===== src/rtl/tgs_pkg.sv =====
package tgs_pkg;

  localparam int RNG_W = 16;

  typedef enum logic [0:0] {
    SRC_IDLE = 1'b0,
    SRC_SEND = 1'b1
  } src_state_e;

  // Maximal-length 16-bit Fibonacci sequence, taps 16/14/13/11.
  function automatic logic [RNG_W-1:0] rng_step(input logic [RNG_W-1:0] s);
    logic fb;
    fb = s[15] ^ s[13] ^ s[12] ^ s[10];
    return {s[14:0], fb};
  endfunction

  // Success bound so that P(value <= bound) is about 1/interval.
  function automatic logic [RNG_W-1:0] rate_bound(input logic [RNG_W-1:0] ivl);
    if (ivl == '0) return '1;
    return {RNG_W{1'b1}} / ivl;
  endfunction

endpackage


===== src/rtl/tgs_bernoulli.sv =====
module tgs_bernoulli #(
  parameter int IVL_W = 8,
  parameter logic [15:0] SEED = 16'hACE1
) (
  input  logic             clk,
  input  logic             rst_n,
  input  logic             advance,
  input  logic [IVL_W-1:0] interval,
  output logic             hit
);
  import tgs_pkg::*;

  logic [RNG_W-1:0] rng_q;
  logic [RNG_W-1:0] bound;

  assign bound = rate_bound(RNG_W'(interval));
  assign hit   = (rng_q <= bound);

  always_ff @(posedge clk or negedge rst_n) begin
    if (!rst_n) begin
      rng_q <= SEED;
    end else if (advance) begin
      rng_q <= rng_step(rng_q);
    end
  end

endmodule


===== src/rtl/tgs_source.sv =====
module tgs_source #(
  parameter int TS_W   = 16,
  parameter int DEST_W = 6,
  parameter int LEN_W  = 4,
  parameter int CNT_W  = 16,
  localparam int FLIT_W = TS_W + DEST_W + 2
) (
  input  logic              clk,
  input  logic              rst_n,
  input  logic [TS_W-1:0]   sim_time,
  input  logic              cfg_enable,
  input  logic [LEN_W-1:0]  cfg_pkt_len,
  input  logic [DEST_W-1:0] cfg_dest,
  input  logic              trial_hit,
  output logic              trial_go,
  output logic              out_valid,
  input  logic              out_ready,
  output logic [FLIT_W-1:0] out_flit,
  output logic [CNT_W-1:0]  tx_pkt_count
);
  import tgs_pkg::*;

  src_state_e        state_q;
  logic [TS_W-1:0]   gen_time_q;
  logic [TS_W-1:0]   pkt_inj_q;
  logic [DEST_W-1:0] pkt_dest_q;
  logic [LEN_W-1:0]  pkt_last_q;
  logic [LEN_W-1:0]  idx_q;
  logic              behind;
  logic              is_head;
  logic              is_tail;
  logic              xfer;

  assign behind   = (sim_time != gen_time_q);
  assign trial_go = (state_q == SRC_IDLE) && cfg_enable && behind;

  assign is_head   = (idx_q == '0);
  assign is_tail   = (idx_q == pkt_last_q);
  assign out_valid = (state_q == SRC_SEND);
  assign out_flit  = {is_head, is_tail, pkt_dest_q, pkt_inj_q};
  assign xfer      = out_valid && out_ready;

  always_ff @(posedge clk or negedge rst_n) begin
    if (!rst_n) begin
      state_q      <= SRC_IDLE;
      gen_time_q   <= '0;
      pkt_inj_q    <= '0;
      pkt_dest_q   <= '0;
      pkt_last_q   <= LEN_W'(1);
      idx_q        <= '0;
      tx_pkt_count <= '0;
    end else begin
      unique case (state_q)
        SRC_IDLE: begin
          if (!cfg_enable) begin
            gen_time_q <= sim_time;
          end else if (trial_go) begin
            gen_time_q <= gen_time_q + TS_W'(1);
            if (trial_hit) begin
              state_q    <= SRC_SEND;
              pkt_inj_q  <= gen_time_q;
              pkt_dest_q <= cfg_dest;
              idx_q      <= '0;
              pkt_last_q <= (cfg_pkt_len < LEN_W'(2)) ? LEN_W'(1)
                                                      : cfg_pkt_len - LEN_W'(1);
            end
          end
        end
        SRC_SEND: begin
          if (xfer) begin
            if (is_tail) begin
              state_q      <= SRC_IDLE;
              tx_pkt_count <= tx_pkt_count + CNT_W'(1);
            end else begin
              idx_q <= idx_q + LEN_W'(1);
            end
          end
        end
        default: state_q <= SRC_IDLE;
      endcase
    end
  end

endmodule


===== src/rtl/tgs_sink.sv =====
module tgs_sink #(
  parameter int TS_W  = 16,
  parameter int CNT_W = 16,
  parameter int LAT_W = 32
) (
  input  logic             clk,
  input  logic             rst_n,
  input  logic [TS_W-1:0]  sim_time,
  input  logic             flit_valid,
  input  logic             flit_tail,
  input  logic [TS_W-1:0]  flit_inj,
  output logic [CNT_W-1:0] rx_pkt_count,
  output logic [LAT_W-1:0] lat_total
);
  logic [TS_W-1:0] age;

  assign age = sim_time - flit_inj;

  always_ff @(posedge clk or negedge rst_n) begin
    if (!rst_n) begin
      rx_pkt_count <= '0;
      lat_total    <= '0;
    end else if (flit_valid && flit_tail) begin
      rx_pkt_count <= rx_pkt_count + CNT_W'(1);
      lat_total    <= lat_total + LAT_W'(age);
    end
  end

endmodule


===== src/rtl/tgs_endpoint.sv =====
module tgs_endpoint #(
  parameter int TS_W   = 16,
  parameter int DEST_W = 6,
  parameter int LEN_W  = 4,
  parameter int IVL_W  = 8,
  parameter int CNT_W  = 16,
  parameter int LAT_W  = 32,
  parameter logic [15:0] SEED = 16'hACE1,
  localparam int FLIT_W = TS_W + DEST_W + 2
) (
  input  logic              clk,
  input  logic              rst_n,
  input  logic [TS_W-1:0]   sim_time,
  input  logic              cfg_enable,
  input  logic [LEN_W-1:0]  cfg_pkt_len,
  input  logic [DEST_W-1:0] cfg_dest,
  input  logic [IVL_W-1:0]  cfg_interval,
  output logic              out_valid,
  input  logic              out_ready,
  output logic [FLIT_W-1:0] out_flit,
  input  logic              in_valid,
  output logic              in_ready,
  input  logic [FLIT_W-1:0] in_flit,
  output logic [CNT_W-1:0]  tx_pkt_count,
  output logic [CNT_W-1:0]  rx_pkt_count,
  output logic [LAT_W-1:0]  lat_total
);
  localparam int TAIL_BIT = TS_W + DEST_W;

  logic trial_go;
  logic trial_hit;
  logic unused_in_bits;

  assign in_ready       = 1'b1;
  assign unused_in_bits = ^{in_flit[FLIT_W-1], in_flit[TAIL_BIT-1:TS_W]};

  tgs_bernoulli #(
    .IVL_W (IVL_W),
    .SEED  (SEED)
  ) u_trial (
    .clk      (clk),
    .rst_n    (rst_n),
    .advance  (trial_go),
    .interval (cfg_interval),
    .hit      (trial_hit)
  );

  tgs_source #(
    .TS_W   (TS_W),
    .DEST_W (DEST_W),
    .LEN_W  (LEN_W),
    .CNT_W  (CNT_W)
  ) u_src (
    .clk          (clk),
    .rst_n        (rst_n),
    .sim_time     (sim_time),
    .cfg_enable   (cfg_enable),
    .cfg_pkt_len  (cfg_pkt_len),
    .cfg_dest     (cfg_dest),
    .trial_hit    (trial_hit),
    .trial_go     (trial_go),
    .out_valid    (out_valid),
    .out_ready    (out_ready),
    .out_flit     (out_flit),
    .tx_pkt_count (tx_pkt_count)
  );

  tgs_sink #(
    .TS_W  (TS_W),
    .CNT_W (CNT_W),
    .LAT_W (LAT_W)
  ) u_snk (
    .clk          (clk),
    .rst_n        (rst_n),
    .sim_time     (sim_time),
    .flit_valid   (in_valid),
    .flit_tail    (in_flit[TAIL_BIT]),
    .flit_inj     (in_flit[TS_W-1:0]),
    .rx_pkt_count (rx_pkt_count),
    .lat_total    (lat_total)
  );

endmodule


===== config.mk =====
export PLATFORM = sky130hd
export DESIGN_NAME = tgs_endpoint
export DESIGN_NICKNAME = d
export VERILOG_FILES = /design/src/rtl/tgs_pkg.sv /design/src/rtl/tgs_bernoulli.sv /design/src/rtl/tgs_source.sv /design/src/rtl/tgs_sink.sv /design/src/rtl/tgs_endpoint.sv
export SDC_FILE = /design/constraint.sdc
export NUM_CORES = 1
export LEC_CHECK = 0
export BUFFER_PORTS_ARGS = -buffer_cell sky130_fd_sc_hd__buf_2
export CORE_ASPECT_RATIO = 0.5
export CORE_MARGIN = 4
export CORE_UTILIZATION = 45
export CTS_CLUSTER_SIZE = 28
export DETAILED_ROUTE_END_ITERATION = 7
export PLACE_DENSITY_LB_ADDON = 0.1
export SYNTH_ARGS = -nofsm -noshare
export SYNTH_HDL_FRONTEND = slang
export SYNTH_SLANG_ARGS = --single-unit
export TNS_END_PERCENT = 20

===== constraint.sdc =====
create_clock -name clk -period 4 [get_ports clk]
set_input_delay 0.2 -clock clk [delete_from_list [all_inputs] [get_ports clk]]
set_output_delay 0.2 -clock clk [all_outputs]
set_load 0.005 [all_outputs]

* Word-level counts from Yosys, hierarchy flattened
Cells that the tools add are included.
Storage, ports and cells: flip-flop bits (word level) 127, input bits 63, output and inout port bits 90, word-level logic and storage cells 60
Cells by class: add/subtract/negate cells 7, div/mod/pow operators 1, $lt $le $gt $ge 2, eq/ne operators 8, muxes and demuxes 18, bitwise logic cells 4, reduce and logical (&&, ||, !) cells 10
Operators with widths (number):
- $mux 16 | 4
- $add 16x1->16 const B | 3
- $add 32x16->32 | 1
- $mux 4 | 6
- $div 16x8->16 const A | 1
- $le 16x16->1 | 1
- $ne 16x16->1 | 1
- $sub 16x16->16 | 1
- $ne 2x2->1 const B | 5
- $logic_not 8->1 | 1
- $pmux 4 s2 | 1
- $mux 1 | 6
- $reduce_and 5->1 | 1
- $add 4x1->4 const B | 1
- $eq 4x4->1 | 1
- $logic_and 1x1->1 | 4
- $logic_not 4->1 | 1
- $lt 4x2->1 const B | 1
- $reduce_and 4->1 | 1
- $sub 4x1->4 const B | 1
- $reduce_and 3->1 | 1
- $xor 1x1->1 | 3
- $ne 2x1->1 const B | 1
- $pmux 1 s2 | 1
- 2 further kinds | 2

* Longest topological paths before layout
Gate-level depths: netlist of run 1.
depth after elaboration 8, gate-level depth with buffers 163

* By module
Synthesis of run 1 repeated with hierarchy kept, for this count alone.
Second synthesis, totals: cells, all modules 1543, area, all modules 13450.4 µm²
By module, submodules not included:
- tgs_bernoulli | times used 1, cells an instance 843, area an instance 6511.2 µm², seq. area each 410.4 µm²
- tgs_sink | times used 1, cells an instance 401, area an instance 3664.8 µm², seq. area each 1201.2 µm²
- tgs_source | times used 1, cells an instance 297, area an instance 3263.1 µm², seq. area each 1577.8 µm²
- tgs_endpoint | times used 1, cells an instance 2, area an instance 11.3 µm², seq. area each 0.0 µm²

* Least setup slack after synthesis of run 1
Ideal clock, no wire load.
kind input port to flip-flop, start input cfg_interval[0], end register u_src.idx_q[3], setup time 133 ps, arrival time 29239 ps, required time 3867 ps, setup slack -25372 ps, cell stages on the path 156, path buffers 14, cell sequence buf_2 > buf_2 > clkbuf_1 > clkbuf_1 > nand4_1 > ha_1 > o21ai_0 > or3_1 > ha_1 > a21oi_1 > a21boi_0 > o41ai_1 > nand2_1 > ha_1 > or3_1 > o22ai_1 > mux2_2 > ha_1 > (+120 left out) > nand4_1 > nor2_1 > o31ai_1 > ha_1 > o22ai_1 > o21a_1 > o21a_1 > o21ai_0 > nand2b_1 > a21oi_1 > nor3_1 > a211oi_1 > o21a_1 > a21oi_1 > a21oi_1 > nand4_1 > xor2_1 > nor2_1
On the way: cells in the longest elaborated chain, start to end 6, elaborated cells between the ends (all ways) 7, classes of those cells div (1); order compare (1); eq/ne (1); mux (2); reduce/logical (2)
Ends and longest elaborated chain:
- start: declaration | line tgs_endpoint.sv:17 | input logic [IVL_W-1:0] cfg_interval,
- branches (longest 2 deep; another with $div 16x8->16)
- $mux 16 * | line tgs_pkg.sv:20 | return {RNG_W{1'b1}} / ivl;
- $le 16x16->1 * | line tgs_bernoulli.sv:17 | assign hit = (rng_q <= bound);
- $ne 2x2->1 (no source line) *
- $reduce_and 5->1 (no source line) *
- end signal: assignment | line tgs_source.sv:75 | idx_q <= idx_q + LEN_W'(1);
- end: declaration | line tgs_source.sv:28 | logic [LEN_W-1:0] idx_q;
Mark *: on every way between the ends. A chain may end at the register's enable or synchronous reset.

* Worst setup path in the final report of run 1
start input cfg_interval[5], end register u_src.pkt_dest_q[4]
On the way: cells in the longest elaborated chain, start to end 5, elaborated cells between the ends (all ways) 6, classes of those cells div (1); order compare (1); mux (2); reduce/logical (2)
Ends and longest elaborated chain:
- branches (longest 2 deep; another with $div 16x8->16)
- $mux 16 * | line tgs_pkg.sv:20
- $le 16x16->1 * | line tgs_bernoulli.sv:17
- $reduce_and 4->1 (no source line) *
- end signal: assignment | line tgs_source.sv:62 | pkt_dest_q <= cfg_dest;
- end: declaration | line tgs_source.sv:26 | logic [DEST_W-1:0] pkt_dest_q;
Marks and branches as above.

==> key figures, run 1 <==
Die
  – Die Width: 244 um
  – Site row count: 42
  – Die ar.: 0.0307 mm^2
  – Starting Density: 46.5%
  – Io pins: 153
  – Total core area: 0.0269 mm^2
  – Chip Height: 126 um

Place
  – Routability cong.: 0.881
  – PortBufs: 144
  – Placed cell areas: 0.0168 mm^2
  – DP Wirelength: 30.2 mm

Yosys
  – Mapped Area: 0.0125 mm^2
  – Mean area per synthesized cell: 8.52 um^2
  – EDFF count, synth: 0
  – Register area share after synthesis: 25.5%
  – #FFs+latches synth: 127
  – Synth Instances: 1,467
  – Post-synth cell types: 91
  – Asr flop ratio synth: 100%
  – Synth warn: 0
  – Syn_nets: 1,669
  – Top FF cell, synth: dfrtp_1

Critical path
  – Critical path startpoint category: input port
  – Worst path most repeated cell: buf_4
  – Highest net fanout along the worst path: 8
  – Worst reg2reg path startpoint: u_snk.lat_total[0]$_DFFE_PN0P_
  – Crit path buf inv count: 28
  – Crit-path slowest cell: or4_4
  – R2R depth: 20
  – Worst EP required: 4.29 ns
  – FF-to-FF End: u_snk.lat_total[28]$_DFFE_PN0P_
  – R2R Setup Slk: 0.35 ns
  – Setup crit end kind: register
  – CP delay by family, top: compound AO/OA/AOI/OAI gates
  – Critical setup path kind: input port to register
  – Critical path arrival: 26.21 ns
  – CP peak stage delay: 0.57 ns

Drt
  – First drt pass iteration count: 5
  – Vias per inst: 5.55
  – DRC Markers: 0
  – Initial DRC count: 838
  – DR WL/cell: 17.0 um
  – Drt total wl: 42.2 mm
  – Routed via count: 13,800
  – Post-DRT Antenna Nets: 0

Clock tree
  – CTS buffer count: 17
  – Clock slew at reported path FFs: 0.06 ns
  – Clk Latency, worst-skew pair: 0.42 ns
  – Bufs on Longest Clock Path: 2
  – H-tree levels: 4
  – Clock Sinks: 127
  – Root Buffer: clkbuf_16
  – CTS tree: done

Outcome
  – Failing checks: negative setup slack
  – Outcome: finished, violations left

GRT
  – Congestion Overflow GR: 0
  – Largest net degree at the start of global routing: 99
  – First-pass GRT wire length: 66.2 mm
  – Initial antenna violation count: 0
  – Via count of the first global-routing pass: 13,900
  – Total track usage: 25.6%

Timing
  – RSZ-0062 raised after global routing: yes
  – Worst slew pin tran: 1.02 ns
  – Final setup violation count: 31
  – Tmin final: 25.92 ns
  – Final Max Slew Viols: 0
  – Setup TNS: -678.29 ns
  – Final worst slack: -21.92 ns
  – Layout Skew: 0.00999 ns
  – FMAX: 38.6 MHz
  – Rel. slew slack: 31.6%
  – Final critical-path share of the clock period: 648%
  – Fin. Hold Viols: 0

Layout
  – Area grow syn2layout: 53.9%
  – Layout cells sized above 1: 44.8%
  – Final net count: 2,302
  – Design area: 0.0192 mm^2
  – # diodes: 0

Hold path
  – Hold/Removal Path Class: input port to register
  – Hold path endpoint: u_src.pkt_dest_q[0]$_DFFE_PN0P_
  – Hold_sp: cfg_dest[0]
  – WHS Path Cells: 2

Job
  – Max-cap viol count: 0
[through the flow]
step | setup WS (ns) | hold WS [ns] | std cells | util (%)
after floorplan | -22.01 | -0.0956 | 1467 | -
after global placement | -21.78 | 0.363 | 2331 | 62.5
after detailed placement | -22.70 | 0.374 | 2331 | 62.5
after CTS | -21.30 | 0.00792 | 2446 | 68.8
after global routing | -22.99 | 0.0105 | 2486 | 71.6
final | -21.92 | 0.0262 | 2486 | 71.6
[worst max path at each step]
stage                                           end  slack [ns]  depth (start not counted)             from
finish              u_src.pkt_dest_q[4]$_DFFE_PN0P_      -21.92                        147  cfg_interval[5]
CTS                      u_src.idx_q[3]$_DFFE_PN0P_      -21.30                        146  cfg_interval[6]
global route             u_src.idx_q[3]$_DFFE_PN0P_      -22.99                        152  cfg_interval[5]
floorplan                u_src.idx_q[3]$_DFFE_PN0P_      -22.01                        152  cfg_interval[5]
global placement         u_src.idx_q[2]$_DFFE_PN0P_      -21.78                        141  cfg_interval[5]
detailed placement       u_src.idx_q[0]$_DFFE_PN0P_      -22.70                        143  cfg_interval[5]
[layer usage]
| metal | wire length [um] | track usage, % | up-vias |
|---|---|---|---|
| met4 | 1180 | 8.70 | 0 |
| met1 | 18000 | 31.6 | 6686 |
| met5 | 0 | 0 | - |
| met2 | 21400 | 46.9 | 392 |
| met3 | 1650 | 2.91 | 99 |
| li1 | - | - | 6610 |
[layout make-up]
class,instances,area [um^2]
clock buffer,18,429
clock inverter,13,165
fill,1965,7630
inverter,75,284
multi-input combinational,1227,10100
sequential,127,3190
tap,374,468
timing repair buffer,652,4630
[cells in the final DEF, fill, tap and decap left out, types with 20 or more instances in the layout]
cell type and n:
a21o_1 34, a21oi_1 72, a21oi_2 28, and3_1 20, buf_2 141, buf_4 498
dfrtp_1 118, ha_1 106, ha_4 25, inv_1 74, mux2_2 54, nand2_1 126
nand2b_1 22, nand3_1 43, nand4_1 22, nor2_1 82, o21a_1 39, o21ai_0 68
xnor2_1 93, xor2_1 52
[cell families (layout without fill, tap and decap cells)]
group / after synthesis / count (layout) / synth area share (%)
simple gates: 459 / 459 / 18.6
compound gates: 405 / 406 / 21.2
xor+xnor: 145 / 145 / 10.2
fa+ha+maj: 139 / 139 / 14.0
flops: 127 / 127 / 25.5
buf+inv: 114 / 758 / 3.62
mux: 77 / 77 / 6.87
other cells: 1 / 1 / 0.0300
[worst register-to-register path, cell delays in order, from the launching register on]
cell and delay (ns):
dfrtp_1 0.40, ha_1 0.24, fa_1 0.39, a21oi_1 0.17, nor2_1 0.05, nor2_1 0.14, o21bai_1 0.11, a21oi_2 0.17
o21bai_1 0.07, a21oi_1 0.20, o21bai_1 0.11, a21oi_2 0.18, o21bai_1 0.11, a21oi_2 0.18, o21bai_1 0.09, a21oi_2 0.20
o21bai_1 0.09, a21oi_1 0.20, or2_2 0.20, nand2b_1 0.13, xnor2_1 0.13
[cells in the mapped netlist, drive strengths merged (40+ instances only)]
cell | number | share of area, %
dfrtp | 118 | 24
o21a | 40 | 2.4
a21oi | 107 | 4.3
inv | 75 | 2.3
nand2 | 133 | 4.0
xnor2 | 93 | 6.5
mux2 | 67 | 6.1
nand3 | 43 | 1.7
o21ai | 97 | 3.9
ha | 137 | 14
xor2 | 52 | 3.6
nor2 | 100 | 3.0
[repair_timing]
action                                  in CTS  in global routing
hold buffers                                 2                  0
pin swaps                                  114                105
endpoints found under the hold margin       97                  0
setup buffers                               81                 38
endpoints found under the setup margin      36                 48
gates cloned                                 1                  2
resized for setup                           94                 78
[state kept, by name, indices dropped and copies added, names as in the netlist]
register,cells
u_src.out_valid,1
u_snk.lat_total,32
u_src.gen_time_q,16
u_src.pkt_inj_q,16
u_src.tx_pkt_count,16
u_snk.rx_pkt_count,16
u_src.pkt_dest_q,6
u_trial.rng_q,16
u_src.pkt_last_q,4
u_src.idx_q,4
Power of run 1 is not shown: default switching activity piles up to over one toggle a cycle in this logic, so the estimate is an artifact.
==> inputs of run 2 (changes only) <==
--- a/config.mk
+++ b/config.mk
@@ -12,6 +12,7 @@
 export CTS_CLUSTER_SIZE = 28
 export DETAILED_ROUTE_END_ITERATION = 7
 export PLACE_DENSITY_LB_ADDON = 0.1
+export RECOVER_POWER = 50
 export SYNTH_ARGS = -nofsm -noshare
 export SYNTH_HDL_FRONTEND = slang
 export SYNTH_SLANG_ARGS = --single-unit
==> run 2 against run 1 <==
The run ends with max-capacitance violations, max-slew violations, negative setup slack left. Critical path depth up 1. Utilization down 0.26 points. Register-to-register slack about the same. Hold slack about the same. Setup slack better by 0.00050 ns. Maximum frequency about the same. Wire length up 0.11%. Via count about the same.
==> key figures, run 2 (synthesized netlist as in run 1, its figures left out) <==
Outcome
  – Outcome: finished, violations left
  – Failing checks: max-capacitance violations, max-slew violations, negative setup slack

Critical path
  – CP peak stage delay: 0.58 ns (about the same)
  – Critical path startpoint category: input port
  – Worst EP required: 4.29 ns (about the same)
  – Worst path most repeated cell: buf_4
  – Crit-path slowest cell: or4_4
  – Worst reg2reg path startpoint: u_snk.lat_total[0]$_DFFE_PN0P_
  – Highest net fanout along the worst path: 8 (unchanged)
  – Critical setup path kind: input port to register
  – Worst setup path startpoint: cfg_interval[5]
  – Setup crit end kind: register
  – CP delay by family, top: compound AO/OA/AOI/OAI gates
  – Crit path buf inv count: 27 (-3.6%)
  – Critical path arrival: 26.21 ns (about the same)

Timing
  – Final worst slack: -21.92 ns (+0.000500 ns)
  – Final critical-path share of the clock period: 648% (about the same)
  – Setup TNS: -678.25 ns (+0.0470 ns)
  – Final setup violation count: 31 (unchanged)
  – Fin. Hold Viols: 0 (unchanged)
  – Worst slew pin tran: 2.51 ns (+1.49 ns)
  – Layout Skew: 0.00976 ns (-0.000237 ns)
  – RSZ-0062 raised after global routing: yes
  – Tmin final: 25.92 ns (-0.000500 ns)
  – FMAX: 38.6 MHz (about the same)
  – Rel. slew slack: -67.5% (-99 points)
  – Final Max Slew Viols: 99 (+99)

Die
  – Die ar.: 0.0307 mm^2 (unchanged)
  – Site row count: 42 (unchanged)
  – Io pins: 153 (unchanged)
  – Chip Height: 126 um (unchanged)
  – Total core area: 0.0269 mm^2 (unchanged)
  – Die Width: 244 um (unchanged)
  – Starting Density: 46.5% (unchanged)

Drt
  – First drt pass iteration count: 5 (unchanged)
  – Initial DRC count: 831 (-0.84%)
  – Met2 wire len: 21.3 mm (-0.20%)
  – Post-DRT Antenna Nets: 0 (unchanged)
  – DR WL/cell: 17.0 um (+0.11%)
  – Uppermost layer routed: met4
  – Vias per inst: 5.55 (about the same)
  – Routed via count: 13,800 (+0.051%)
  – M1 WL: 18.1 mm (+0.22%)
  – Met3 wire len: 1.68 mm (+1.9%)
  – DRC Markers: 0 (unchanged)
  – Drt total wl: 42.3 mm (+0.11%)

Job
  – Max-cap viol count: 1 (+1)

Layout
  – Final net count: 2,302 (unchanged)
  – Commonest cells after routing, fill and taps aside: 498 x buf_4, 126 x nand2_1, 118 x dfrtp_1
  – # diodes: 0 (unchanged)
  – FILL cells: 2,003 (+1.9%)
  – Max reg flops: 32 (unchanged)
  – Design area: 0.0192 mm^2 (-0.36%)
  – Layout cells sized above 1: 42.4% (-2.4 points)
  – Commonest non-fill, non-tap cell in the layout: buf_4
  – Area grow syn2layout: 53.3%
  – Most flops, register: u_snk.lat_total

Clock tree
  – Clock slew at reported path FFs: 0.06 ns (about the same)
  – Clock Sinks: 127 (unchanged)
  – H-tree levels: 4 (unchanged)
  – CTS buffer count: 17 (unchanged)
  – Root Buffer: clkbuf_16
  – Clk Latency, worst-skew pair: 0.42 ns (about the same)
  – CTS tree: done
  – Bufs on Longest Clock Path: 2 (unchanged)

Place
  – Post-place setup slack: -22.70 ns (unchanged)
  – Routability cong.: 0.881 (unchanged)
  – Placed cell areas: 0.0168 mm^2 (unchanged)
  – PortBufs: 144 (unchanged)
  – DP Wirelength: 30.2 mm (unchanged)

GRT
  – Total track usage: 25.6% (unchanged)
  – Via count of the first global-routing pass: 13,900 (unchanged)
  – Congestion Overflow GR: 0 (unchanged)
  – Largest net degree at the start of global routing: 99 (unchanged)
  – Initial antenna violation count: 0 (unchanged)
  – First-pass GRT wire length: 66.2 mm (unchanged)

Hold path
  – Hold/Removal Path Class: input port to register
  – Hold_sp: cfg_dest[0]
[run 2: final cells by class]
class / instances / area (um^2) / share of cell area, %
multi-input cells: 1227 / 10100 / 52.5
clock buffers: 18 / 429 / 2.24
repair buffers: 652 / 4560 / 23.8
flip-flops and latches: 127 / 3190 / 16.7
clock inverters: 13 / 165 / 0.862
inverters: 75 / 284 / 1.48
well taps: 374 / 468 / 2.44
[run 2: final timing paths]
kind	endpoint	slack, ns	depth (start not counted)
setup reg to reg	u_snk.lat_total[28]$_DFFE_PN0P_	0.34	20
max in group asynchronous	u_trial.rng_q[11]$_DFFE_PN1P_	1.36	3
min in group asynchronous	u_snk.lat_total[8]$_DFFE_PN0P_	1.09	2
hold / removal	u_src.pkt_dest_q[0]$_DFFE_PN0P_	0.03	2
hold reg to reg	u_snk.rx_pkt_count[15]$_DFFE_PN0P_	0.46	1
setup / recovery	u_src.pkt_dest_q[4]$_DFFE_PN0P_	-21.92	148
[run 2: repair_timing]
action / 4_1_cts / 5_1_grt
pin swaps: 114 / 105
hold buffers: 2 / 0
endpoints found under the hold margin: 97 / 0
cloned: 1 / 2
resized for setup: 94 / 78
buffers inserted: 81 / 38
setup endpoints to repair: 36 / 48
[run 2: metal layers]
metal | vias to the layer above | GRT usage, %
met3 | 98 | 2.91
met1 | 6677 | 31.6
met5 | - | 0
li1 | 6610 | -
met2 | 409 | 46.9
met4 | 0 | 8.70
[run 2: metrics by stage]
stage	std cells	hold slack, ns	utilization [%]
after floorplan	1467	-0.0956	-
after global placement	2331	0.363	62.5
after detailed placement	2331	0.374	62.5
after CTS	2446	0.00792	68.8
after global routing	2486	0.0105	71.3
final	2486	0.0263	71.3
Power of run 2 is left out for the same reason.
